===== config.mk =====
export PLATFORM = sky130hd
export DESIGN_NAME = owm_engine
export DESIGN_NICKNAME = d
export VERILOG_FILES = /design/src/rtl/owm_pkg.sv /design/src/rtl/owm_tick.sv /design/src/rtl/owm_sync.sv /design/src/rtl/owm_seq.sv /design/src/rtl/owm_engine.sv
export SDC_FILE = /design/constraint.sdc
export NUM_CORES = 1
export LEC_CHECK = 0
export CAP_MARGIN = 20
export CORE_MARGIN = 2
export CORE_UTILIZATION = 45
export CTS_CLUSTER_DIAMETER = 50
export DETAILED_ROUTE_END_ITERATION = 12
export DONT_BUFFER_PORTS = 1
export GPL_TIMING_DRIVEN = 0
export HOLD_SLACK_MARGIN = 0.03
export PLACE_DENSITY = 0.59
export SLEW_MARGIN = 10
export SYNTH_ARGS = -nofsm -noshare
export SYNTH_HDL_FRONTEND = slang
export SYNTH_SLANG_ARGS = --single-unit

===== constraint.sdc =====
create_clock -name clk -period 1.8 [get_ports clk]
set_input_delay 0.36 -clock clk [delete_from_list [all_inputs] [get_ports clk]]
set_output_delay 0.36 -clock clk [all_outputs]
set_load 0.02 [all_outputs]

===== src/rtl/owm_pkg.sv =====
`timescale 1ns/1ps
package owm_pkg;

  typedef enum logic {
    OP_SLOT  = 1'b0,
    OP_RESET = 1'b1
  } owm_op_e;

  typedef struct packed {
    owm_op_e op;
    logic    wbit;
    logic    spu;
  } owm_cmd_t;

endpackage


===== src/rtl/owm_tick.sv =====
`timescale 1ns/1ps
module owm_tick #(
  parameter int DIV = 50
) (
  input  logic clk,
  input  logic rst_n,
  input  logic clr_i,
  output logic tick_o
);
  localparam int W = (DIV > 1) ? $clog2(DIV) : 1;
  localparam logic [W-1:0] LAST = W'(DIV - 1);

  logic [W-1:0] div_q;

  assign tick_o = (div_q == LAST);

  always_ff @(posedge clk or negedge rst_n) begin
    if (!rst_n)      div_q <= '0;
    else if (clr_i)  div_q <= '0;
    else if (tick_o) div_q <= '0;
    else             div_q <= div_q + 1'b1;
  end

  generate
    if (DIV > 1) begin : g_gap
      // ticks are spaced by the divider, never back to back
      a_r10_tick_gap: assert property (@(posedge clk) disable iff (!rst_n)
        (tick_o && !clr_i) |=> !tick_o);
    end
  endgenerate
endmodule


===== src/rtl/owm_sync.sv =====
`timescale 1ns/1ps
module owm_sync #(
  parameter int STAGES = 2
) (
  input  logic clk,
  input  logic rst_n,
  input  logic d_i,
  output logic q_o
);
  logic [STAGES-1:0] sr_q;

  always_ff @(posedge clk or negedge rst_n) begin
    if (!rst_n) sr_q <= '1;
    else        sr_q <= {sr_q[STAGES-2:0], d_i};
  end

  assign q_o = sr_q[STAGES-1];
endmodule


===== src/rtl/owm_seq.sv =====
`timescale 1ns/1ps
module owm_seq
  import owm_pkg::*;
#(
  parameter int T_RST_LOW = 480,
  parameter int T_PRES    = 64,
  parameter int T_RST_WIN = 480,
  parameter int T_INIT    = 2,
  parameter int T_SAMP    = 15,
  parameter int T_SLOT    = 60,
  parameter int T_REC     = 10,
  parameter int LAT       = 2
) (
  input  logic     clk,
  input  logic     rst_n,
  input  logic     tick_i,
  input  logic     start_i,
  input  owm_cmd_t cmd_i,
  input  logic     line_i,
  output logic     busy_o,
  output logic     done_o,
  output logic     bus_oe_o,
  output logic     spu_en_o,
  output logic     pres_err_o,
  output logic     short_err_o,
  output logic     rx_bit_o
);
  localparam int RST_END  = T_RST_LOW + T_RST_WIN;
  localparam int SLOT_END = T_SLOT + T_REC;
  localparam int MAX_END  = (RST_END > SLOT_END) ? RST_END : SLOT_END;
  localparam int CW       = $clog2(MAX_END + 1);

  localparam logic [CW-1:0] C_RST_LOW  = CW'(T_RST_LOW);
  localparam logic [CW-1:0] C_PRES     = CW'(T_RST_LOW + T_PRES);
  localparam logic [CW-1:0] C_RST_END  = CW'(RST_END);
  localparam logic [CW-1:0] C_INIT     = CW'(T_INIT);
  localparam logic [CW-1:0] C_SAMP     = CW'(T_SAMP);
  localparam logic [CW-1:0] C_SLOT     = CW'(T_SLOT);
  localparam logic [CW-1:0] C_SLOT_END = CW'(SLOT_END);

  owm_cmd_t        cmd_q;
  logic [CW-1:0]   cnt_q, cnt_nx, end_at;
  logic            run_q, busy_q, done_q, oe_q, spu_q, pe_q, se_q, rx_q;
  logic [LAT-1:0]  pres_pipe, samp_pipe, end_pipe;
  logic            step, is_rst, ev_pres, ev_samp, ev_end, oe_nx;

  assign is_rst  = (cmd_q.op == OP_RESET);
  assign step    = run_q & tick_i;
  assign cnt_nx  = cnt_q + 1'b1;
  assign end_at  = is_rst ? C_RST_END : C_SLOT_END;
  assign ev_pres = step &  is_rst & (cnt_nx == C_PRES);
  assign ev_samp = step & !is_rst & (cnt_nx == C_SAMP);
  assign ev_end  = step & (cnt_nx == end_at);

  // Pad enable for the microsecond that starts at this tick
  always_comb begin
    if (is_rst) oe_nx = (cnt_nx < C_RST_LOW);
    else        oe_nx = (cnt_nx < C_INIT) | (!cmd_q.wbit & (cnt_nx < C_SLOT));
  end

  always_ff @(posedge clk or negedge rst_n) begin
    if (!rst_n) begin
      cmd_q     <= '0;
      cnt_q     <= '0;
      run_q     <= 1'b0;
      busy_q    <= 1'b0;
      done_q    <= 1'b0;
      oe_q      <= 1'b0;
      spu_q     <= 1'b0;
      pe_q      <= 1'b0;
      se_q      <= 1'b0;
      rx_q      <= 1'b0;
      pres_pipe <= '0;
      samp_pipe <= '0;
      end_pipe  <= '0;
    end else begin
      done_q <= 1'b0;
      if (start_i) begin
        cmd_q     <= cmd_i;
        cnt_q     <= '0;
        run_q     <= 1'b1;
        busy_q    <= 1'b1;
        oe_q      <= 1'b1;
        spu_q     <= 1'b0;
        pe_q      <= 1'b0;
        se_q      <= 1'b0;
        rx_q      <= 1'b0;
        pres_pipe <= '0;
        samp_pipe <= '0;
        end_pipe  <= '0;
      end else begin
        if (step) begin
          cnt_q <= cnt_nx;
          oe_q  <= oe_nx;
          if (!is_rst && cmd_q.spu && (cnt_nx == C_SLOT)) spu_q <= 1'b1;
          if (ev_end) run_q <= 1'b0;
        end
        // Delay each sample by the synchroniser depth
        pres_pipe <= (pres_pipe << 1) | LAT'(ev_pres);
        samp_pipe <= (samp_pipe << 1) | LAT'(ev_samp);
        end_pipe  <= (end_pipe  << 1) | LAT'(ev_end);
        if (pres_pipe[LAT-1]) pe_q <= line_i;
        if (samp_pipe[LAT-1]) rx_q <= cmd_q.wbit & line_i;
        if (end_pipe[LAT-1]) begin
          busy_q <= 1'b0;
          done_q <= 1'b1;
          if (is_rst) se_q <= !line_i;
        end
      end
    end
  end

  assign busy_o      = busy_q;
  assign done_o      = done_q;
  assign bus_oe_o    = oe_q;
  assign spu_en_o    = spu_q;
  assign pres_err_o  = pe_q;
  assign short_err_o = se_q;
  assign rx_bit_o    = rx_q;

  // strong pull-up only on a released line
  a_r9_spu_released: assert property (@(posedge clk) disable iff (!rst_n)
    spu_q |-> !oe_q);
  // completion is a single-cycle pulse
  a_r7_done_single: assert property (@(posedge clk) disable iff (!rst_n)
    done_q |=> !done_q);
  // busy ends only with a completion pulse
  a_r7_busy_ends_done: assert property (@(posedge clk) disable iff (!rst_n)
    $fell(busy_q) |-> done_q);
  // the line is pulled only while a command runs
  a_r1_oe_in_cmd: assert property (@(posedge clk) disable iff (!rst_n)
    oe_q |-> busy_q);
  // a running command is never replaced
  a_r8_cmd_frozen: assert property (@(posedge clk) disable iff (!rst_n)
    busy_q |=> $stable(cmd_q));
  // writing zero always reads zero
  a_r6_zero_reads_zero: assert property (@(posedge clk) disable iff (!rst_n)
    (done_q && !is_rst && !cmd_q.wbit) |-> !rx_q);
endmodule


===== src/rtl/owm_engine.sv =====
`timescale 1ns/1ps
module owm_engine
  import owm_pkg::*;
#(
  parameter int CLK_MHZ      = 50,
  parameter int SYNC_STAGES  = 2,
  parameter int T_RST_LOW_US = 480,
  parameter int T_PRES_US    = 64,
  parameter int T_RST_WIN_US = 480,
  parameter int T_INIT_US    = 2,
  parameter int T_SAMP_US    = 15,
  parameter int T_SLOT_US    = 60,
  parameter int T_REC_US     = 10
) (
  input  logic clk,
  input  logic rst_n,
  input  logic cmd_valid,
  output logic cmd_ready,
  input  logic cmd_op,
  input  logic cmd_wbit,
  input  logic cmd_spu,
  output logic busy,
  output logic done,
  output logic rx_bit,
  output logic pres_err,
  output logic short_err,
  output logic bus_oe,
  input  logic bus_in,
  output logic spu_en
);
  logic     accept, tick, line_s, busy_w;
  owm_cmd_t cmd_w;

  assign cmd_ready = !busy_w;
  assign busy      = busy_w;
  assign accept    = cmd_valid & cmd_ready;
  assign cmd_w     = '{op: owm_op_e'(cmd_op), wbit: cmd_wbit, spu: cmd_spu};

  owm_tick #(.DIV(CLK_MHZ)) u_tick (
    .clk    (clk),
    .rst_n  (rst_n),
    .clr_i  (accept),
    .tick_o (tick)
  );

  owm_sync #(.STAGES(SYNC_STAGES)) u_sync (
    .clk   (clk),
    .rst_n (rst_n),
    .d_i   (bus_in),
    .q_o   (line_s)
  );

  owm_seq #(
    .T_RST_LOW (T_RST_LOW_US),
    .T_PRES    (T_PRES_US),
    .T_RST_WIN (T_RST_WIN_US),
    .T_INIT    (T_INIT_US),
    .T_SAMP    (T_SAMP_US),
    .T_SLOT    (T_SLOT_US),
    .T_REC     (T_REC_US),
    .LAT       (SYNC_STAGES)
  ) u_seq (
    .clk         (clk),
    .rst_n       (rst_n),
    .tick_i      (tick),
    .start_i     (accept),
    .cmd_i       (cmd_w),
    .line_i      (line_s),
    .busy_o      (busy_w),
    .done_o      (done),
    .bus_oe_o    (bus_oe),
    .spu_en_o    (spu_en),
    .pres_err_o  (pres_err),
    .short_err_o (short_err),
    .rx_bit_o    (rx_bit)
  );

  // nothing is taken while a command runs
  a_r8_ready_when_idle: assert property (@(posedge clk) disable iff (!rst_n)
    (cmd_valid && busy_w) |=> $stable(bus_oe) || busy_w);
endmodule


Word-level counts from Yosys, hierarchy flattened
Cells that the tools add are included.
W data, S select, Z words.
{"block": "word_totals", "word_cells": 84, "rom_bits": 0, "output_inout_bits": 8, "mem_count": 0, "input_bits": 7, "latchBits": 0, "mem_bits_rw": 0, "register_bits": 35}
{"block": "op_classes", "magnitude_cmp": 3, "bitwise_logic": 13, "shift": 0, "n_eq_ne": 5, "n_reduce_logical": 16, "div": 0, "multipliers": 0, "muxes": 28, "addsub": 2}
{"cell": "$mux W10", "n": 3}
{"cell": "$mux W1", "n": 20}
{"cell": "$reduce_bool A2 Y1", "n": 7}
{"cell": "$mux W6", "n": 2}
{"cell": "$add A10 B1 Y10 const B", "n": 1}
{"cell": "$eq A10 B10 Y1", "n": 1}
{"cell": "$eq A10 B10 Y1 const B", "n": 1}
{"cell": "$eq A10 B4 Y1 const B", "n": 1}
{"cell": "$eq A10 B6 Y1 const B", "n": 1}
{"cell": "$lt A10 B2 Y1 const B", "n": 1}
{"cell": "$lt A10 B6 Y1 const B", "n": 1}
{"cell": "$lt A10 B9 Y1 const B", "n": 1}
{"cell": "$and A1 B1 Y1", "n": 9}
{"cell": "$add A6 B1 Y6 const B", "n": 1}
{"cell": "$eq A6 B6 Y1 const B", "n": 1}
{"cell": "$mux W2", "n": 3}
{"cell": "$or A2 B1 Y2", "n": 3}
{"cell": "$reduce_and A2 Y1", "n": 3}
{"cell": "$logic_not A1 Y1", "n": 4}
{"cell": "$logic_and A1 B1 Y1", "n": 2}
{"cell": "$or A1 B1 Y1", "n": 1}

Depth between registers and ports, before layout
Gate-level depths: netlist of the first run.
{"block": "depth", "depth_word": 7, "ltp_mapped": 8, "mapped_depth_nobuf": 7}

By module
From an unflattened synthesis of the first run, not the netlist that was laid out.
{"block": "unflattened", "hier_cells": 195, "area_unflattened_um2": 1891.8}
{"module": "owm_seq", "cells_each": 165, "seq_area_each_um2": 675.6, "area_per_inst_um2": 1547.7, "instances": 1}
{"module": "owm_tick", "cells_each": 26, "seq_area_each_um2": 150.1, "area_per_inst_um2": 281.5, "instances": 1}
{"module": "owm_sync", "cells_each": 2, "seq_area_each_um2": 52.6, "area_per_inst_um2": 52.6, "instances": 1}
{"module": "owm_engine", "cells_each": 2, "seq_area_each_um2": 0.0, "area_per_inst_um2": 10.0, "instances": 1}

Least setup slack after synthesis of the first run
No wires, ideal clock.
{"block": "synth_timing", "path_type": "register -> register", "from": "register u_seq.cnt_q[0]", "to": "register u_seq.oe_q, in the netlist u_seq.bus_oe_o", "setup_time_ns": 0.132, "required_time_ns": 1.668, "path_stages_with_launch": 9, "n_path_buf": 2, "slack_ns": -0.111, "period_less_slack_ns": 1.911, "arrival_ns": 1.778, "path_cell_list": "dfrtp_1 -> ha_1 -> buf_4 -> and3_1 -> buf_4 -> and4_1 -> o311a_1 -> o221ai_1 -> a31oi_1"}
{"block": "synth_between", "elab_chain_cells": 7}
{"item": "from (decl)", "line": "owm_seq.sv:42", "rtl": "logic [CW-1:0] cnt_q, cnt_nx, end_at;"}
{"item": "from (signal assigned)", "line": "owm_seq.sv:93", "rtl": "cnt_q <= cnt_nx;"}
{"item": "$add A10 B1 Y10 (*)", "line": "owm_seq.sv:49", "rtl": "assign cnt_nx = cnt_q + 1'b1;"}
{"item": "$lt A10 B6 Y1", "line": "owm_seq.sv:58", "rtl": "else oe_nx = (cnt_nx < C_INIT) | (!cmd_q.wbit & (cnt_nx < C_SLOT));"}
{"item": "$and A1 B1 Y1", "line": "owm_seq.sv:58"}
{"item": "$or A1 B1 Y1", "line": "owm_seq.sv:58"}
{"item": "$mux W1 (*)", "line": "owm_seq.sv:57", "rtl": "if (is_rst) oe_nx = (cnt_nx < C_RST_LOW);"}
{"item": "$mux W1 (*)", "line": "owm_seq.sv:92", "rtl": "if (step) begin"}
{"item": "$mux W1 (*)", "line": "owm_seq.sv:78", "rtl": "if (start_i) begin"}
{"item": "to (signal assigned)", "line": "owm_seq.sv:94", "rtl": "oe_q <= oe_nx;"}
{"item": "to (decl)", "line": "owm_seq.sv:43", "rtl": "logic run_q, busy_q, done_q, oe_q, spu_q, pe_q, se_q, rx_q;"}
Every way passes the cells marked *; elsewhere a longest branch is shown, timed or not. The select of a mux whose other input is x is not followed.
A chain may end at the register's enable or synchronous reset.

Final worst setup path of the first run
{"block": "layout_timing", "from": "register u_seq.cnt_q[1]", "to": "register u_seq.run_q"}
{"block": "layout_between", "elab_chain_cells": 5}
{"item": "$add A10 B1 Y10", "line": "owm_seq.sv:49"}
{"item": "$eq A10 B10 Y1", "line": "owm_seq.sv:53", "rtl": "assign ev_end = step & (cnt_nx == end_at);"}
{"item": "$and A1 B1 Y1", "line": "owm_seq.sv:53"}
{"item": "$reduce_bool A2 Y1 (no line)"}
{"item": "$reduce_and A2 Y1 (no line)"}
{"item": "to (signal assigned)", "line": "owm_seq.sv:65", "rtl": "run_q <= 1'b0;"}
{"item": "to (signal assigned)", "line": "owm_seq.sv:81", "rtl": "run_q <= 1'b1;"}
{"item": "to (signal assigned)", "line": "owm_seq.sv:96", "rtl": "if (ev_end) run_q <= 1'b0;"}
{"item": "to (decl)", "line": "owm_seq.sv:43"}
No other way between the ends.

==> summary.md, run 1 <==
| Metric | Value |
|---|---|
| Detailed Place HPWL | ~3.2 mm |
| GRT Util Overall | 0.202 |
| CP Cell Sequence | buf_4, and4_4, nand4_4, mux2i_1, a2bb2oi_2, o32a_1 |
| Hold WS | ~0.072 ns |
| FP Rows | 24 |
| Congestion Overflow GR | 0 |
| Worst-skew pair later-pin latency | between 0.2 and 0.3 ns |
| Seq pwr share | 0.350 |
| Syn Inst Count | approximately 220 |
| First-pass iteration count of the detailed router | 4 |
| Final-report max-slew violation count | 0 |
| Die ar. | slightly below 5000 sq um |
| Area grow syn2layout | 22.3% |
| Max Freq | 533 MHz |
| # Max-Cap Violations | 0 |
| Ys flop type | dfrtp_1 |
| Clk_skew | about 0.01 ns |
| Setup slack, reg-to-reg | -0.07 ns |
| # setup viols final | 4 |
| CTS tree | done |
| Critical Path AT | 2.05 ns |
| Count of different cell masters after synthesis | 52 |
| Share of layout cells above drive strength 1 | 0.245 |
| Starting DRT DRC Count | 126 |
| Largest cells by area after synthesis | dfrtp_1, nor2_1, xnor2_1, nand3_1, ha_1 |
| Violated checks | setup timing |
| Hold Path Class | in2reg |
| Ys async rst share | 1.00 |
| Clk root buf | clkbuf_8 |
| Core area | ~4300 sq um |
| Critical Path Sink Type | register |
| Mapped Area | 1990 sq um |
| Share of total power in the clock network | 0.216 |
| Mapped Nets | roughly 230 |
| Int Power | about 2 mW |
| H-tree depth | 2 |
| Fill count | between 300 and 400 |
| P_sw | between 1 and 1.5 mW |
| Routed wire length | 4.86 mm |
| Pwr dens | between 1000 and 1500 nW/um^2 |
| Switching Share | 0.392 |
| WS Path Type | reg2reg |
| Initial antenna violation count | 0 |
| Setup tns final | -0.168 ns |
| Max clock buf depth | 2 |
| Final min period | about 1.9 ns |
| EDFF count, synth | 0 |
| Clk sinks | 35 |
| Top Ports | 15 |
| Static Leak | 1.02 nW |
| Slew headroom | 0.683 |
| RSZ-0062 raised after global routing | yes |
| NumNets Final | about 240 |
| Port bufs | 0 |
| Clock-pin slew of the registers on the worst-case setup and hold paths | about 0.080 ns |
| Synthesized area per cell | roughly 9 sq um |
| Layout Cells excl Fill | 285 |
| Placed cell area | just over 2000 sq um |
| Final WS setup | -0.0748 ns |
| WL per Instance | about 17 um |
| Vias in the first global route | ~1,600 |
| Startpoint types | register |
| Status | finished, violations left |
| Crit path max-delay family | compound AO/OA/AOI/OAI gates |
| Die Height | 70.5 um |
| Post-synth top area cell | dfrtp_1 |
| Slowest CP cell | dfrtp_1 |
| Placed cell count | 267 |
| First-pass GRT wire length | between 7 and 8 mm |
| Final instance area | between 2000 and 2500 sq um |
| Synth Register Bits | 35 |
| Crit path buf inv count | 1 |
| Total Power | ~3.3 mW |
| Largest net degree at the start of global routing | 36 |
| Routed Antenna Nets | 0 |
| Part of the power in combinational logic | 0.434 |
| Num CTS Buffers | 5 |
| YS warnings | 0 |
| Chip width | a little over 70 um |
| GPL Wtd Cong | between 0.8 and 0.9 |
| Crit share post-route | 1.04 |
| Slowest stage delay, CP | roughly 0.4 ns |
| # DRC | 0 |
| Ant. Diodes | 0 |
| Dpl ws | -0.266 ns |
| Worst-Margin Slew | between 0.4 and 0.5 ns |
| Fin util | 0.566 |
| Vias per cell | between 5 and 6 |
| Seq/Total Area, Yosys | 0.442 |
| Crit path max fanout | 9 |
| Final Hold Fails | 0 |
| Total number of vias | ~1,700 |
| Worst path required time | about 2.0 ns |
| Worst ir drop on vdd | approximately 0.00049 V |
| Top cell type's share of synthesized area | 0.415 |
| Initial Utilization | 0.463 |
[state kept, by name, summed over array words and instances (netlist names), 2 cells and up]
name and cells:
u_seq.cnt_q 10, u_tick.div_q 6, u_seq.cmd_q 2, u_seq.end_pipe 2, u_seq.pres_pipe 2, u_seq.samp_pipe 2
u_sync.sr_q 2
[synthesized netlist by cell type (2+ instances only)]
library cell	instances
a211oi_1	2
nor3_1	9
clkbuf_1	9
mux2i_1	3
xnor2_1	11
o21ai_0	9
nand4_1	3
a21oi_1	5
xor2_1	3
or3_1	3
dfrtp_1	33
a31oi_1	2
nand2b_1	3
nand2_1	15
inv_1	9
nor2_1	29
and3_1	3
ha_1	5
nor2b_1	5
buf_4	4
dfstp_2	2
nor4_1	2
nand3_1	13
o31ai_1	2
and4_1	3
a32oi_1	2
[routing by layer]
layer	vias to the layer above	part of all wire	wire length, um	track usage
met4	0	0.015	72	0.0748
met2	52	0.49	2390	0.325
met5	-	0	0	0
met1	847	0.44	2140	0.260
li1	793	-	-	-
met3	8	0.053	257	0.0534
[path summary, 6_finish.rpt]
path,cells after the start,end,from
max,6,u_seq.run_q$_DFFE_PN0P_,u_seq.cnt_q[1]$_DFFE_PN0P_
min,0,u_sync.sr_q[0]$_DFF_PN1_,bus_in
max reg2reg,6,u_seq.run_q$_DFFE_PN0P_,u_seq.cnt_q[1]$_DFFE_PN0P_
min reg2reg,0,u_sync.sr_q[1]$_DFF_PN1_,u_sync.sr_q[0]$_DFF_PN1_
max in group asynchronous,2,u_sync.sr_q[0]$_DFF_PN1_,rst_n
min in group asynchronous,2,u_seq.run_q$_DFFE_PN0P_,rst_n
[cell families (layout without fill, tap and decap cells)]
kind of cell    count (synthesis)  count (layout)  share of synthesized area
mux                             3               3                     0.0151
compound gates                 40              40                      0.148
simple gates                   94              94                      0.245
fa+ha+maj                       5               5                     0.0314
xor+xnor                       14              14                     0.0616
flops                          35              35                      0.442
buf+inv                        24              42                     0.0572
[power by group through the flow]
| stage | clock (mW) | sequential, mW | combinational [mW] |
|---|---|---|---|
| 3_3_place_gp | 0 | 1.14 | 1.09 |
| 3_5_place_dp | 0 | 1.15 | 1.13 |
| 2_1_floorplan | 0 | 1.10 | 0.921 |
| 4_1_cts | 0.725 | 1.14 | 1.27 |
| 6_report | 0.712 | 1.15 | 1.43 |
| 5_1_grt | 0.762 | 1.18 | 1.57 |
[cell type report]
| type | instances | area, sq um | share of cell area |
|---|---|---|---|
| well taps | 52 | 65.1 | 0.0267 |
| inverters | 9 | 33.8 | 0.0139 |
| clock inverters | 3 | 43.8 | 0.0180 |
| clock buffers | 5 | 68.8 | 0.0283 |
| multi-input cells | 156 | 1150 | 0.471 |
| plain buffers | 13 | 82.6 | 0.0340 |
| repair buffers | 12 | 113 | 0.0463 |
| flip-flops and latches | 35 | 880 | 0.362 |
[timing repair]
action	in CTS	in global routing
endpoints found under the hold margin	35	0
gates resized for setup	16	25
hold buffers	2	0
pin swaps	5	11
endpoints found under the setup margin	7	12
buffers inserted	5	5
[cell usage in the layout (no fill, tap or decap), types with 2 or more instances in the layout]
cell type,instances
o21ai_0,9
mux2i_1,2
or3_1,3
nor3_2,2
nand4_4,2
inv_1,9
a21oi_1,4
xnor2_1,10
o31ai_1,2
clkbuf_1,4
nor3_1,7
clkbuf_8,5
nand3_1,10
dfstp_2,2
clkbuf_2,3
nand2_1,15
nor2b_1,5
dfrtp_1,32
nor2_1,26
nor2_2,2
nand4_1,3
nor4_2,2
buf_6,5
a211oi_1,2
buf_4,10
a31oi_1,2
ha_1,4
a32oi_1,2
nand3_4,3
nand2b_1,3
and4_1,2
xor2_1,3
[worst reg2reg max path: stages (launching register included)]
cell       delay [ns]
dfrtp_1          0.40
buf_4            0.19
and4_4           0.27
nand4_4          0.18
mux2i_1          0.28
a2bb2oi_2        0.11
o32a_1           0.35
(Power assumes the default switching activity.)
==> run 2: changes to the inputs <==
--- a/config.mk
+++ b/config.mk
@@ -13,7 +13,7 @@
 export DONT_BUFFER_PORTS = 1
 export GPL_TIMING_DRIVEN = 0
 export HOLD_SLACK_MARGIN = 0.03
-export PLACE_DENSITY = 0.59
+export PLACE_DENSITY = 0.57
 export SLEW_MARGIN = 10
 export SYNTH_ARGS = -nofsm -noshare
 export SYNTH_HDL_FRONTEND = slang
==> constraint.sdc (replaced) <==
create_clock -name clk -period 2.1 [get_ports clk]
set_input_delay 0.42 -clock clk [delete_from_list [all_inputs] [get_ports clk]]
set_output_delay 0.42 -clock clk [all_outputs]
set_load 0.02 [all_outputs]
==> summary.md, run 2 (synthesized netlist as in run 1, its figures left out) <==
| Metric | Value |
|---|---|
| Status | completed |
| Commonest non-fill, non-tap cell in the layout | dfrtp_1 |
| Ant. Diodes | 0 |
| # DRC | 0 |
| Static Leak | ~0.97 nW |
| Reg with most FFs | u_seq.cnt_q |
| Clock-pin slew of the registers on the worst-case setup and hold paths | ~0.070 ns |
| Port bufs | 0 |
| Die Height | between 70 and 80 um |
| Largest net degree at the start of global routing | 36 |
| Setup slack, reg-to-reg | approximately 0.11 ns |
| GPL Wtd Cong | 0.873 |
| Total Power | approximately 2.6 mW |
| Top Ports | 15 |
| Seq pwr share | 0.372 |
| H-tree depth | 2 |
| Worst ir drop on vdd | between 0.0005 and 0.0006 V |
| P_sw | 1.00 mW |
| Clk sinks | 35 |
| Starting DRT DRC Count | roughly 170 |
| First-pass iteration count of the detailed router | 4 |
| Critical Path Sink Type | register |
| Setup tns final | 0 ns |
| Congestion Overflow GR | 0 |
| Worst reg2reg path startpoint | u_seq.cnt_q[0]$_DFFE_PN0P_ |
| Num CTS Buffers | 5 |
| GRT Util Overall | 0.193 |
| Slew headroom | 0.614 |
| # setup viols final | 0 |
| Startpoint types | register |
| Commonest cells after routing, fill and taps aside | dfrtp_1, nor2_1, nand2_1 |
| Detailed Place HPWL | about 3.1 mm |
| Max FFs per register | 10 |
| Total number of vias | between 1,500 and 2,000 |
| Worst path required time | roughly 2.3 ns |
| Part of the power in combinational logic | 0.394 |
| WL per Instance | 15.5 um |
| NumNets Final | 239 |
| Core area | 4290 sq um |
| Final Hold Fails | 0 |
| Fin util | 0.523 |
| Initial Utilization | 0.463 |
| Chip width | just over 70 um |
| Hold Path Sink | u_sync.sr_q[0]$_DFF_PN1_ |
| Hold Path Class | in2reg |
| Crit share post-route | 0.949 |
| # Max-Cap Violations | 0 |
| Vias per cell | approximately 5.7 |
| WS Path Type | reg2reg |
| Critical Path AT | ~2.2 ns |
| Int Power | 1.61 mW |
| Crit path max fanout | 9 |
| Worst-skew pair later-pin latency | a little under 0.3 ns |
| Area grow syn2layout | 13.0% |
| Clk_skew | 0.00974 ns |
| Max clock buf depth | 2 |
| Worst-Margin Slew | a little under 0.6 ns |
| Share of layout cells above drive strength 1 | 0.140 |
| Final min period | 1.99 ns |
| Switching Share | 0.384 |
| FP Rows | 24 |
| Reg2Reg Depth | 8 |
| Register area | 878 sq um |
| Initial antenna violation count | 0 |
| Biggest regs | u_seq.cnt_q: 10 flops, u_tick.div_q: 6 flops |
| Fill count | between 300 and 400 |
| HP Start | bus_in |
| Area of the multi-input gates | around 1000 sq um |
| Clk root buf | clkbuf_8 |
| Pwr dens | between 1000 and 1500 nW/um^2 |
| Die ar. | a little under 5000 sq um |
| End of the worst register-to-register path | u_seq.bus_oe_o$_DFFE_PN0P_ |
| Routed Antenna Nets | 0 |
| Final-report max-slew violation count | 0 |
| Vias in the first global route | about 1,600 |
| Max Freq | between 500 and 600 MHz |
| First-pass GRT wire length | between 7 and 8 mm |
| Hold Path Depth | 0 |
| CTS tree | done |
| Share of total power in the clock network | 0.234 |
| Routed wire length | about 4.4 mm |
[run 2: cell types whose count changed in the layout (fill, tap and decap cells not counted), moves of 2 or more]
cell and delta:
and3_1 +2, clkbuf_2 -3, buf_4 -3, clkbuf_1 +5, nor2_1 +2, nor4_1 +2, buf_6 -4, nor4_2 -2
nand3_2 +2, nand3_4 -3
[run 2: worst max path at each step]
stage	end	depth (start not counted)	slack (ns)	startpoint
detailed placement	u_seq.spu_en_o$_DFFE_PN0P_	8	0.02	u_seq.cnt_q[0]$_DFFE_PN0P_
CTS	u_seq.spu_en_o$_DFFE_PN0P_	8	0.04	u_seq.cnt_q[0]$_DFFE_PN0P_
finish	u_seq.bus_oe_o$_DFFE_PN0P_	8	0.11	u_seq.cnt_q[0]$_DFFE_PN0P_
global placement	u_seq.spu_en_o$_DFFE_PN0P_	8	0.01	u_seq.cnt_q[1]$_DFFE_PN0P_
global route	u_seq.run_q$_DFFE_PN0P_	7	-0.005	u_seq.cnt_q[0]$_DFFE_PN0P_
floorplan	u_seq.bus_oe_o$_DFFE_PN0P_	8	0.19	u_seq.cnt_q[0]$_DFFE_PN0P_
[run 2: what timing repair did]
action | CTS | global route
resized for setup | 1 | 5
cloned | 0 | 0
pin swaps | 0 | 2
hold buffers | 2 | 0
endpoints found under the hold margin | 35 | 0
setup buffers | 0 | 3
endpoints found under the setup margin | 1 | 3
[run 2: critical path, cell delays in order (launching register included)]
cell and delay (ns):
dfrtp_1 0.40, ha_1 0.20, buf_4 0.16, and3_1 0.14, buf_4 0.16, and4_1 0.22, o311a_1 0.32, o221ai_2 0.16
a31oi_1 0.10
[run 2: cell type report]
type                       count  area share
buffer                        15      0.0356
clock buffer                   5      0.0306
clock inverter                 3      0.0195
inverter                       9      0.0150
multi-input combinational    156       0.456
sequential                    35       0.391
tap                           52      0.0290
timing repair buffer           5      0.0234
[run 2: routing by layer]
metal,GRT usage,wire length [um],up-vias,share of wire
li1,-,-,780,-
met1,0.250,2100,757,0.48
met2,0.303,1920,47,0.44
met3,0.0491,188,11,0.043
met4,0.0855,142,0,0.033
met5,0,0,-,0
[run 2: power groups by stage]
stage | Clock [mW] | Sequential, mW | Combinational, mW
after floorplan | 0 | 0.945 | 0.779
after global placement | 0 | 0.975 | 0.918
after detailed placement | 0 | 0.982 | 0.950
after CTS | 0.621 | 0.969 | 0.976
after global routing | 0.652 | 0.991 | 1.15
final | 0.611 | 0.970 | 1.03
[run 2: metrics by stage]
stage | hold slack [ns] | instance area (sq um) | worst slack, ns | std cells
5_1_grt | 0.103 | 2250 | -0.00533 | 280
4_1_cts | 0.116 | 2200 | 0.0364 | 277
2_1_floorplan | 0.124 | 1990 | 0.189 | 215
3_3_place_gp | 0.125 | 2050 | 0.0139 | 267
6_report | 0.123 | 2250 | 0.107 | 280
3_5_place_dp | 0.125 | 2050 | 0.0208 | 267
==> run 3: changes to the inputs <==
--- a/config.mk
+++ b/config.mk
@@ -17,4 +17,5 @@
 export SLEW_MARGIN = 10
 export SYNTH_ARGS = -nofsm -noshare
 export SYNTH_HDL_FRONTEND = slang
+export SYNTH_HIERARCHICAL = 1
 export SYNTH_SLANG_ARGS = --single-unit
==> summary.md, run 3 <==
| Metric | Value |
|---|---|
| Slew headroom | 0.621 |
| Reg with most FFs | u_seq/cnt_q |
| Routed wire length | between 3 and 4 mm |
| Reg2Reg Depth | 6 |
| CTS tree | done |
| Mapped Area | ~1900 sq um |
| # setup viols final | 0 |
| Hold Path Depth | 0 |
| Critical Path AT | around 2.2 ns |
| Syn Inst Count | roughly 200 |
| Final min period | approximately 2 ns |
| Setup tns final | 0 ns |
| Commonest non-fill, non-tap cell in the layout | dfrtp_1 |
| WS Path Type | reg2reg |
| Status | completed |
| Crit share post-route | 0.958 |
| Num CTS Buffers | 5 |
| Share of layout cells above drive strength 1 | 0.153 |
| Congestion Overflow GR | 0 |
| Core area | between 4000 and 5000 sq um |
| Top cells by count, synth | dfrtp_1, nor2_1, nand2_1 |
| Top Ports | 15 |
| Worst-Margin Slew | between 0.5 and 0.6 ns |
| Final-report max-slew violation count | 0 |
| Worst-skew pair later-pin latency | between 0.2 and 0.3 ns |
| Routed Antenna Nets | 0 |
| First-pass GRT wire length | 6.56 mm |
| Max Freq | about 500 MHz |
| Static Leak | a little under 0.9 nW |
| Port bufs | 0 |
| WL per Instance | 15.7 um |
| Count leader, synth | dfrtp_1 |
| Commonest cells after routing, fill and taps aside | dfrtp_1, nor2_1, nand2_1 |
| Largest cells by area after synthesis | dfrtp_1, nor2_1, xnor2_1, xor2_1, ha_1 |
| Hold Path Class | in2reg |
| H-tree depth | 2 |
| Post-synth top area cell | dfrtp_1 |
| Clk_skew | between 0.003 and 0.004 ns |
| Synth Register Bits | 35 |
| Clk root buf | clkbuf_8 |
| Pwr dens | ~960 nW/um^2 |
| Initial Utilization | 0.470 |
| Mapped Nets | approximately 210 |
| Area grow syn2layout | 12.4% |
| GPL Wtd Cong | 0.850 |
| # DRC | 0 |
| Ant. Diodes | 0 |
| GRT Util Overall | 0.193 |
| Worst path required time | about 2.3 ns |
| Synthesized area per cell | approximately 9.7 sq um |
| Final Hold Fails | 0 |
| Total number of vias | roughly 1,500 |
| RSZ-0062 raised after global routing | no |
| YS warnings | 6 |
| Seq/Total Area, Yosys | 0.464 |
| Biggest regs | u_seq/cnt_q: 10 flops, u_tick/div_q: 6 flops |
| Final WS setup | 0.0891 ns |
| First-pass iteration count of the detailed router | 4 |
| Crit path max fanout | 10 |
| Count of different cell masters after synthesis | 48 |
| Clk sinks | 35 |
| Startpoint types | register |
| Detailed Place HPWL | around 2.8 mm |
| Final instance area | about 2100 sq um |
| Ys flop type | dfrtp_1 |
| Chip width | 68.8 um |
| Critical Path Sink Type | register |
| Clock-pin slew of the registers on the worst-case setup and hold paths | 0.08 ns |
| Ys async rst share | 1.00 |
| Die Height | ~69 um |
| Vias per cell | 5.76 |
| Top cell type's share of synthesized area | 0.437 |
| Max FFs per register | 10 |
| Initial antenna violation count | 0 |
| FP Rows | 23 |
| Worst ir drop on vdd | ~0.00051 V |
| EDFF count, synth | 0 |
| Max clock buf depth | 2 |
| NumNets Final | around 210 |
| Setup Fix Bufs, Post-CTS | 0 |
| Largest net degree at the start of global routing | 36 |
| Fill count | about 380 |
| Vias in the first global route | between 1,000 and 1,500 |
| Placed cell area | roughly 2000 sq um |
| # Max-Cap Violations | 0 |
| Die ar. | 4740 sq um |
| Starting DRT DRC Count | approximately 130 |
| Dpl ws | about 0.035 ns |
[run 3: power breakdown]
part	internal, mW	total (mW)	switching, mW	leakage [nW]
clock	0.360	0.630	0.271	0.0587
combinational	0.206	0.456	0.250	0.390
sequential	0.798	0.952	0.154	0.443
total	1.36	2.04	0.674	0.891
[run 3: repair_timing]
item / 4_1_cts / 5_1_grt
hold endpoints to repair: 35 / 0
resized for setup: 0 / 9
setup endpoints to repair: 0 / 3
hold buffers: 2 / 0
[run 3: cells by family (layout without fill, tap and decap cells)]
kind of cell	count (synthesis)	count (layout)	share of synthesized area
mux	5	5	0.0284
simple gates	79	79	0.224
xor+xnor	18	18	0.0833
compound gates	32	32	0.114
buf+inv	21	29	0.0522
flops	35	35	0.464
fa+ha+maj	5	5	0.0331
[run 3: final timing paths]
| check | from | to | slack, ns |
|---|---|---|---|
| hold reg to reg | u_sync/sr_q[0]$_DFF_PN1_ | u_sync/sr_q[1]$_DFF_PN1_ | 0.36 |
| max in group asynchronous | rst_n | u_sync/sr_q[0]$_DFF_PN1_ | 1.29 |
| setup reg to reg | u_seq/cnt_q[0]$_DFFE_PN0P_ | u_seq/bus_oe_o$_DFFE_PN0P_ | 0.09 |
| setup / recovery | u_seq/cnt_q[0]$_DFFE_PN0P_ | u_seq/bus_oe_o$_DFFE_PN0P_ | 0.09 |
| hold / removal | bus_in | u_sync/sr_q[0]$_DFF_PN1_ | 0.12 |
| min in group asynchronous | rst_n | u_seq/pres_pipe[1]$_DFF_PN0_ | 0.57 |
[run 3: area by class of cell]
cell class,count,area [sq um],share of cell area
Buffer,11,67.6,0.0318
Clock buffer,5,68.8,0.0324
Clock inverter,3,47.5,0.0224
Inverter,8,30.0,0.0141
Multi-Input combinational cell,139,940,0.442
Sequential cell,35,881,0.414
Tap cell,50,62.6,0.0294
Timing Repair Buffer,2,30.0,0.0141
[run 3: critical path: stages, from the launching register on]
cell and delay (ns):
dfrtp_2 0.41, buf_6 0.17, nand3_4 0.13, or3_1 0.38, and2_4 0.18, o31a_1 0.27
o41a_1 0.36
[run 3: layer usage]
layer / track usage / up-vias / part of all wire
met5: 0 / - / 0
met4: 0.0882 / 0 / 0.0096
met3: 0.0438 / 4 / 0.066
met2: 0.293 / 42 / 0.48
met1: 0.261 / 719 / 0.45
li1: - / 693 / -
[run 3: stage by stage]
| stage | instances | utilization | power (mW) | hold WS (ns) |
|---|---|---|---|---|
| 2_1_floorplan | 195 | - | 1.27 | 0.124 |
| 3_3_place_gp | 245 | 0.485 | 1.36 | 0.125 |
| 3_5_place_dp | 245 | 0.485 | 1.39 | 0.125 |
| 4_1_cts | 255 | 0.521 | 2.04 | 0.107 |
| 5_1_grt | 253 | 0.528 | 2.17 | 0.0973 |
| 6_report | 253 | 0.528 | 2.04 | 0.116 |
